[src/rtl/dp_alu_pkg.sv]
package dp_alu_pkg;

   typedef enum logic [3:0] {
      OP_AND = 4'b0000, OP_EOR = 4'b0001, OP_SUB = 4'b0010, OP_RSB = 4'b0011,
      OP_ADD = 4'b0100, OP_ADC = 4'b0101, OP_SBC = 4'b0110, OP_RSC = 4'b0111,
      OP_TST = 4'b1000, OP_TEQ = 4'b1001, OP_CMP = 4'b1010, OP_CMN = 4'b1011,
      OP_ORR = 4'b1100, OP_MOV = 4'b1101, OP_BIC = 4'b1110, OP_MVN = 4'b1111
   } alu_op_e;

   typedef struct packed {
      logic n;
      logic z;
      logic c;
      logic v;
   } alu_flags_t;

   // arithmetic group: 0010..0111 and 1010, 1011
   function automatic logic op_is_arith(input logic [3:0] op);
      return (!op[3] && (op[2] || op[1])) || (op[3:2] == 2'b10 && op[1]);
   endfunction

endpackage

[src/rtl/dp_alu_logic.sv]
module dp_alu_logic #(
   parameter int DATA_W = 32
) (
   input  logic [3:0]        op,
   input  logic [DATA_W-1:0] a,
   input  logic [DATA_W-1:0] b,
   output logic [DATA_W-1:0] y
);
   always_comb begin
      unique case (op)
         4'b0000, 4'b1000: y = a & b;
         4'b0001, 4'b1001: y = a ^ b;
         4'b1100:          y = a | b;
         4'b1101:          y = b;
         4'b1110:          y = a & ~b;
         4'b1111:          y = ~b;
         default:          y = '0;
      endcase
   end
endmodule

[src/rtl/dp_alu_arith.sv]
module dp_alu_arith #(
   parameter int DATA_W      = 32,
   parameter bit RIPPLE_CHAIN = 1'b0
) (
   input  logic [3:0]        op,
   input  logic [DATA_W-1:0] a,
   input  logic [DATA_W-1:0] b,
   input  logic              cin,
   output logic [DATA_W-1:0] sum,
   output logic              cout,
   output logic              ovf
);
   localparam int MSB = DATA_W - 1;

   logic              swap, invert;
   logic              carry_in;
   logic [DATA_W-1:0] x, y;

   always_comb begin
      swap   = !op[3] && (op[1:0] == 2'b11);
      invert = op[1] && (op != 4'b1011);
      unique case (op)
         4'b0100, 4'b1011:          carry_in = 1'b0;
         4'b0010, 4'b0011, 4'b1010: carry_in = 1'b1;
         default:                   carry_in = cin;
      endcase
      x = swap ? b : a;
      y = swap ? a : b;
      if (invert) y = ~y;
   end

   if (RIPPLE_CHAIN) begin : g_ripple
      logic [DATA_W:0] cc;
      assign cc[0] = carry_in;
      for (genvar i = 0; i < DATA_W; i++) begin : g_bit
         assign sum[i]  = x[i] ^ y[i] ^ cc[i];
         assign cc[i+1] = (x[i] & y[i]) | (cc[i] & (x[i] ^ y[i]));
      end
      assign cout = cc[DATA_W];
   end else begin : g_wide
      assign {cout, sum} = {1'b0, x} + {1'b0, y} + {{DATA_W{1'b0}}, carry_in};
   end

   assign ovf = (x[MSB] == y[MSB]) && (sum[MSB] != x[MSB]);
endmodule

[src/rtl/dp_alu_flags.sv]
module dp_alu_flags
   import dp_alu_pkg::*;
#(
   parameter int DATA_W     = 32,
   parameter int ZDET_SLICE = 8
) (
   input  logic              clk,
   input  logic              rst,
   input  logic              setf,
   input  logic              arith,
   input  logic [DATA_W-1:0] res,
   input  logic              add_c,
   input  logic              add_v,
   input  logic              sh_c,
   input  logic              sh_zero,
   output alu_flags_t        q
);
   localparam int NSLICE = (ZDET_SLICE > 0) ? DATA_W / ZDET_SLICE : 1;

   logic       is_zero;
   alu_flags_t nxt;

   if (ZDET_SLICE == 0) begin : g_flat_z
      assign is_zero = ~|res;
   end else begin : g_slice_z
      logic [NSLICE-1:0] any;
      for (genvar s = 0; s < NSLICE; s++) begin : g_s
         assign any[s] = |res[s*ZDET_SLICE +: ZDET_SLICE];
      end
      assign is_zero = ~|any;
   end

   always_comb begin
      nxt.n = res[DATA_W-1];
      nxt.z = is_zero;
      if (arith) begin
         nxt.c = add_c;
         nxt.v = add_v;
      end else begin
         nxt.c = sh_zero ? q.c : sh_c;
         nxt.v = q.v;
      end
   end

   always_ff @(posedge clk) begin
      if (rst)       q <= '0;
      else if (setf) q <= nxt;
   end
endmodule

[src/rtl/dp_alu.sv]
module dp_alu
   import dp_alu_pkg::*;
#(
   parameter int DATA_W       = 32,
   parameter bit RIPPLE_CHAIN = 1'b0,
   parameter int ZDET_SLICE   = 8
) (
   input  logic              clk,
   input  logic              rst,
   input  logic [3:0]        op_i,
   input  logic [DATA_W-1:0] opa_i,
   input  logic [DATA_W-1:0] opb_i,
   input  logic              shc_i,
   input  logic              shz_i,
   input  logic              setf_i,
   output logic [DATA_W-1:0] res_o,
   output logic              wr_o,
   output logic              flag_n_o,
   output logic              flag_z_o,
   output logic              flag_c_o,
   output logic              flag_v_o
);
   if (DATA_W < 2) begin : g_bad_width
      $error("dp_alu: DATA_W must be at least 2");
   end
   if (ZDET_SLICE < 0 || (ZDET_SLICE > 0 && DATA_W % ZDET_SLICE != 0)) begin : g_bad_slice
      $error("dp_alu: ZDET_SLICE must be 0 or divide DATA_W");
   end

   logic              arith;
   logic [DATA_W-1:0] log_y, add_y;
   logic              add_c, add_v;
   alu_flags_t        fl;

   assign arith = op_is_arith(op_i);

   dp_alu_logic #(.DATA_W(DATA_W)) u_logic (
      .op(op_i), .a(opa_i), .b(opb_i), .y(log_y)
   );

   dp_alu_arith #(.DATA_W(DATA_W), .RIPPLE_CHAIN(RIPPLE_CHAIN)) u_arith (
      .op(op_i), .a(opa_i), .b(opb_i), .cin(fl.c),
      .sum(add_y), .cout(add_c), .ovf(add_v)
   );

   assign res_o = arith ? add_y : log_y;
   assign wr_o  = (op_i[3:2] != 2'b10);

   dp_alu_flags #(.DATA_W(DATA_W), .ZDET_SLICE(ZDET_SLICE)) u_flags (
      .clk(clk), .rst(rst), .setf(setf_i), .arith(arith), .res(res_o),
      .add_c(add_c), .add_v(add_v), .sh_c(shc_i), .sh_zero(shz_i), .q(fl)
   );

   assign flag_n_o = fl.n;
   assign flag_z_o = fl.z;
   assign flag_c_o = fl.c;
   assign flag_v_o = fl.v;
endmodule

[config.mk]
export PLATFORM = sky130hd
export DESIGN_NAME = dp_alu
export DESIGN_NICKNAME = d
export VERILOG_FILES = /design/src/rtl/dp_alu_pkg.sv /design/src/rtl/dp_alu_logic.sv /design/src/rtl/dp_alu_arith.sv /design/src/rtl/dp_alu_flags.sv /design/src/rtl/dp_alu.sv
export SDC_FILE = /design/constraint.sdc
export NUM_CORES = 1
export LEC_CHECK = 0
export BUFFER_PORTS_ARGS = -buffer_cell sky130_fd_sc_hd__buf_2
export CAP_MARGIN = 20
export CORE_MARGIN = 2
export CORE_UTILIZATION = 40
export DETAILED_ROUTE_END_ITERATION = 7
export PLACE_DENSITY = 0.7
export REMOVE_ABC_BUFFERS = 1
export SLEW_MARGIN = 25
export SYNTH_ARGS = -nofsm -noshare
export SYNTH_HDL_FRONTEND = slang
export SYNTH_SLANG_ARGS = --single-unit
[constraint.sdc]
create_clock -name clk -period 8.95 [get_ports clk]
set_clock_uncertainty 0.15 [all_clocks]
set_input_delay 1.3425 -clock clk [delete_from_list [all_inputs] [get_ports clk]]
set_output_delay 1.3425 -clock clk [all_outputs]
set_load 0.005 [all_outputs]
* Yosys cells after proc, flatten, opt, wreduce, memory -nomap -nowiden
Cells that the tools add are included.
Word-level totals: register bits 4, output and inout port bits 37, logic and storage cells 56, bits in writable memories 0, input bits 73, memories kept 0, latch bits 0, ROM bits 0
Cells by class: bitwise gates (word level) 6, reductions and logical operators 17, div/mod/pow operators 0, equality and inequality tests 19, shift operators 0, mux-type cells 8, order comparisons 0, add/sub/neg operators 2, multiply operators 0
Operator list (number):
- $pmux 32 s6 | 1
- $mux 32 | 4
- $and 32x32->32 | 2
- $not 32->32 | 2
- $add 32x32->33 | 1
- $add 33x1->33 | 1
- $eq 4x4->1 const B | 8
- $or 32x32->32 | 1
- $reduce_or 32->1 | 1
- $xor 32x32->32 | 1
- $eq 4x2->1 const B | 2
- $reduce_or 2->1 | 3
- $logic_and 1x1->1 | 5
- $eq 2x2->1 const B | 2
- $eq 4x1->1 const B | 1
- $eq 4x3->1 const B | 1
- $logic_not 4->1 | 1
- $ne 4x4->1 const B | 1
- $reduce_and 2->1 | 2
- $reduce_or 3->1 | 1
- $logic_not 1->1 | 2
- $logic_or 1x1->1 | 2
- $mux 2 | 1
- $ne 2x1->1 const B | 1
- other kinds (5) | 5

* Depth between registers and ports, before layout
depth after elaboration 10, gate-level depth with buffers 23, gate-level depth less buffers 16

* Cells and area by module
A second synthesis with hierarchy kept.
Unflattened totals: cells, all modules 728, area, all modules 6118.4 um^2
By module, submodules not included:
- dp_alu_arith | sequential area each 0.0 um^2, cells an instance 365, area an instance 2825.2 um^2, instances 1
- dp_alu_logic | sequential area each 0.0 um^2, cells an instance 294, area an instance 2519.9 um^2, instances 1
- dp_alu | sequential area each 0.0 um^2, cells an instance 39, area an instance 539.3 um^2, instances 1
- dp_alu_flags | sequential area each 80.1 um^2, cells an instance 30, area an instance 234.0 um^2, instances 1

* Worst setup path after synthesis
Ideal clock, no wire load.
kind input-to-output, start point in op_i[1], end point out res_o[28], path slack 1.675 ns, data arrival time 5.783 ns, stages 20, required time 7.457 ns, path buffers 8, cells stage by stage buf_2 -> buf_2 -> buf_2 -> buf_2 -> buf_1 -> nand3b_1 -> clkbuf_1 -> clkbuf_1 -> clkbuf_1 -> o21ai_0 -> fa_1 -> fa_1 -> a21oi_1 -> o21ai_1 -> a21oi_2 -> o31a_1 -> o21ai_0 -> a221oi_1 -> xnor2_1 -> a21o_1
On the way: cells in the longest elaborated chain, start to end 8, elaborated cells between the ends (all ways) 34, those cells by class add/sub (2); eq/ne (14); mux (6); bitwise (1); reduce/logical (11)
RTL lines:
- from (decl) | RTL line dp_alu.sv:10 | input logic [3:0] op_i,
- $eq 2x2->1 | RTL line dp_alu_arith.sv:20 | swap = !op[3] && (op[1:0] == 2'b11);
- $logic_and 1x1->1 | RTL line dp_alu_arith.sv:20
- $mux 32 | RTL line dp_alu_arith.sv:28 | y = swap ? a : b;
- $not 32->32 | RTL line dp_alu_arith.sv:29 | if (invert) y = ~y;
- $mux 32 | RTL line dp_alu_arith.sv:29
- $add 32x32->33 | RTL line dp_alu_arith.sv:41 | assign {cout, sum} = {1'b0, x} + {1'b0, y} + {{DATA_W{1'b0}}, carry_in};
- $add 33x1->33 | RTL line dp_alu_arith.sv:41
- $mux 32 (*) | RTL line dp_alu.sv:46 | assign res_o = arith ? add_y : log_y;
- to (decl) | RTL line dp_alu.sv:16 | output logic [DATA_W-1:0] res_o,
Mark *: on every way between the ends. The rest lies on a longest branch, timed or not.

* Worst setup path in the final report
start point in op_i[1], end point out res_o[25]
Same word-level chain as after synthesis.

==> flow_summary.yaml <==
outcome:
  status: "completed"
critical_path:
  crit_slowest_cell: "a2111oi_0"
  path_class: "in2out"
  critPathMaxStageDelay_ps: 650
  cp_max_fo: 76
  cp-end-kind: "output pin"
  worstPathRequired_ps: 7460
  path_cells: "buf_2 > nand3b_1 > buf_4 > nor2_1 > a21oi_1 > xor2_1 > ha_1 > a21oi_1 > o21ai_1 > a41o_1 > a31o_2 > a2111oi_0 > nor3_1 > nand3b_1 > buf_2"
  worstPathArrival_ps: 5890
  start_kind: "primary input"
sta:
  finalSetupViolCount: 0
  fmax_ghz: 0.135
  finalCritPeriodShare_pct: 82.5
  maxSlewViolCount: 0
  grt_setup_unrepaired: "false"
  slew_headroom_pct: 38.7
  worst_slew_pin_slew_ps: 920
  fin_crit_ps: 7380
  tns_ps: 0
  hold_viol_final: 0
finish:
  nNetsFinal: 1103
  largest_reg_flops: 4
  fin_cells: 1144
  largestRegisters: "u_flags.q x4"
  area_growth_pct: 12.6
  top_register: "u_flags.q"
  fill_cells: 1492
  layout-drive-gt1-share_pct: 15.0
synth:
  yosys.area_share.simple_pct: 24.7
  synth.area.mux_share_pct: 2.52
  synthAdderAreaFrac_pct: 14.8
  synth_largest_area_cell: "ha_1"
  synth-compound-area-share_pct: 36.0
  synthDistinctLibCells: 74
  synth_top_family_by_area: "compound AO/OA/AOI/OAI gates"
  synthTopCellsByArea: "ha_1 14%, a21oi_1 8.5%, nand2_1 7.4%"
  seq_area_frac_synth_pct: 1.43
  async_reset_ff_share_pct: 0
  ys.flop_type: "dfxtp_1"
  syn_area_per_cell_sq_um: 6.22
  ys_ff_latch: 4
  ys.warnings.count: 0
  syn_area_sq_um: 5610
  yosysTopAreaCellShare_pct: 14.1
  syn_inst: 901
  synth_xor_area_share_pct: 10.9
  synth_edf_count: 0
die:
  die_w_microns: 122
  start_util_pct: 40.7
  die_area_sq_um: 15000
  io_pins: 110
  core_sq_um: 13800
  rows: 43
  fp.dieH_microns: 122
cts:
  cts_setup_buffers: 0
  h-tree-depth: 1
  clk_path_buf_depth: 2
  clock-root-buffer: "clkbuf_16"
  clk_latency_ps: 220
  cts_made_buffers: 3
  clkSinkCount: 4
  ctsResizeCount: 0
  cts_tree: "yes"
  cts_hold_buf: 0
  path_clk_slew_ps: 30
drt:
  drt-total-wl_mm: 19.2
  topRoutingLayerUsed: "met4"
  ant_nets: 0
  drt_iter0_drc: 617
  wirelength_met1_mm: 8.15
  met2_length_mm: 8.96
  firstDrtPassIters: 6
  wl_met3_mm: 1.46
  num_vias: 6855
  viasPerCell: 5.99
  drc_errors: 0
  wl_per_cell_microns: 16.8
run:
  maxCapViolCount: 0
placed_design:
  portBuffers: 109
  routabilityCongestion: 0.956
  hpwl_mm: 14.6
  placedCellCount: 1140
global_route:
  grt_overflow: 0
  grt_pass1_vias: 6144
  grtUsageTotal_pct: 24.9
  grt_max_degree: 77
  grt_pass1_wl_mm: 30.4
  antenna_found_initial: 1
pwr:
  ir_drop_uv: 79.5
  power_density_nw_per_um2: 109
  p_leak_nw: 3.00
hold_path:
  hp-class: "reg2reg"
-- placed cells by master (no fill, tap or decap), types with 7 or more instances in the layout --
master,n
nor3_1,13
o22ai_1,10
o2111ai_1,9
nand3_1,32
a22oi_1,8
o31ai_1,8
o21ai_1,7
a21oi_1,95
inv_1,75
o21ai_0,82
nand3b_1,7
a32oi_1,9
mux2i_1,13
xnor2_1,25
a21o_1,10
nand2_1,111
nor2b_1,7
buf_2,109
ha_1,63
xor2_1,45
buf_4,11
nor2_1,64
and3_1,12
-- power breakdown --
group | total (mW) | internal [mW] | switching [mW]
sequential | 0.0203 | 0.0193 | 0.000967
clock | 0.0693 | 0.0571 | 0.0122
combinational | 0.599 | 0.241 | 0.358
total | 0.689 | 0.317 | 0.371
-- final timing paths --
kind	startpoint	to	slack (ps)	cells after the start
worst max register to register	u_flags.q[1]$_SDFFE_PP0P_	u_flags.q[2]$_SDFFE_PP0P_	4110	14
worst min-delay path	u_flags.q[2]$_SDFFE_PP0P_	u_flags.q[2]$_SDFFE_PP0P_	290	2
worst max-delay path	op_i[1]	res_o[25]	1570	15
worst min register to register	u_flags.q[2]$_SDFFE_PP0P_	u_flags.q[2]$_SDFFE_PP0P_	290	2
-- per-layer routing --
metal | track usage (%) | up-vias
met4 | 8.55 | 0
met2 | 42.9 | 295
li1 | - | 3406
met5 | 0 | -
met3 | 3.21 | 41
met1 | 31.7 | 3113
-- logic make-up after synthesis --
kind of cell / Yosys count
compound gates: 318
simple gates: 292
buf+inv: 138
xor+xnor: 70
fa+ha+maj: 65
mux: 14
flops: 4
-- critical path, delay by kind of cell --
| kind | cells | cell delay, ps |
|---|---|---|
| AO/OA/AOI/OAI | 6 | 1780 |
| buffers and inverters | 3 | 1140 |
| AND/OR/NAND/NOR | 4 | 1100 |
| adder cells (fa/ha/maj) | 1 | 340 |
| XOR/XNOR | 1 | 170 |
-- cell usage after synthesis (all sizes together), types with 13 or more instances --
master	count
o21ai	90
xor2	45
xnor2	25
clkbuf	40
nor2	66
mux2i	13
buf	21
and3	14
nand3	32
inv	77
nand2	112
nor3	14
ha	63
a21oi	97
-- area by class of cell --
| type | instances | area, sq um | share of cell area [%] |
|---|---|---|---|
| tap | 180 | 225 | 3.57 |
| multi-input combinational | 759 | 5010 | 79.4 |
| sequential | 4 | 80.1 | 1.27 |
| inverter | 77 | 289 | 4.58 |
| antenna | 1 | 2.50 | 0.0397 |
| timing repair buffer | 120 | 628 | 9.95 |
| clock buffer | 3 | 75.1 | 1.19 |
-- metrics by stage --
step	total power [mW]	util [%]	area [sq um]	hold slack [ps]	setup slack [ps]
after global routing	0.757	45.8	6310	353	1300
after CTS	0.681	45.8	6310	297	1710
after floorplan	0.420	-	5360	284	151
after global placement	0.604	45.3	6230	278	1780
final	0.689	45.8	6310	292	1570
after detailed placement	0.609	45.3	6230	285	1740
(Power assumes the default switching activity.)
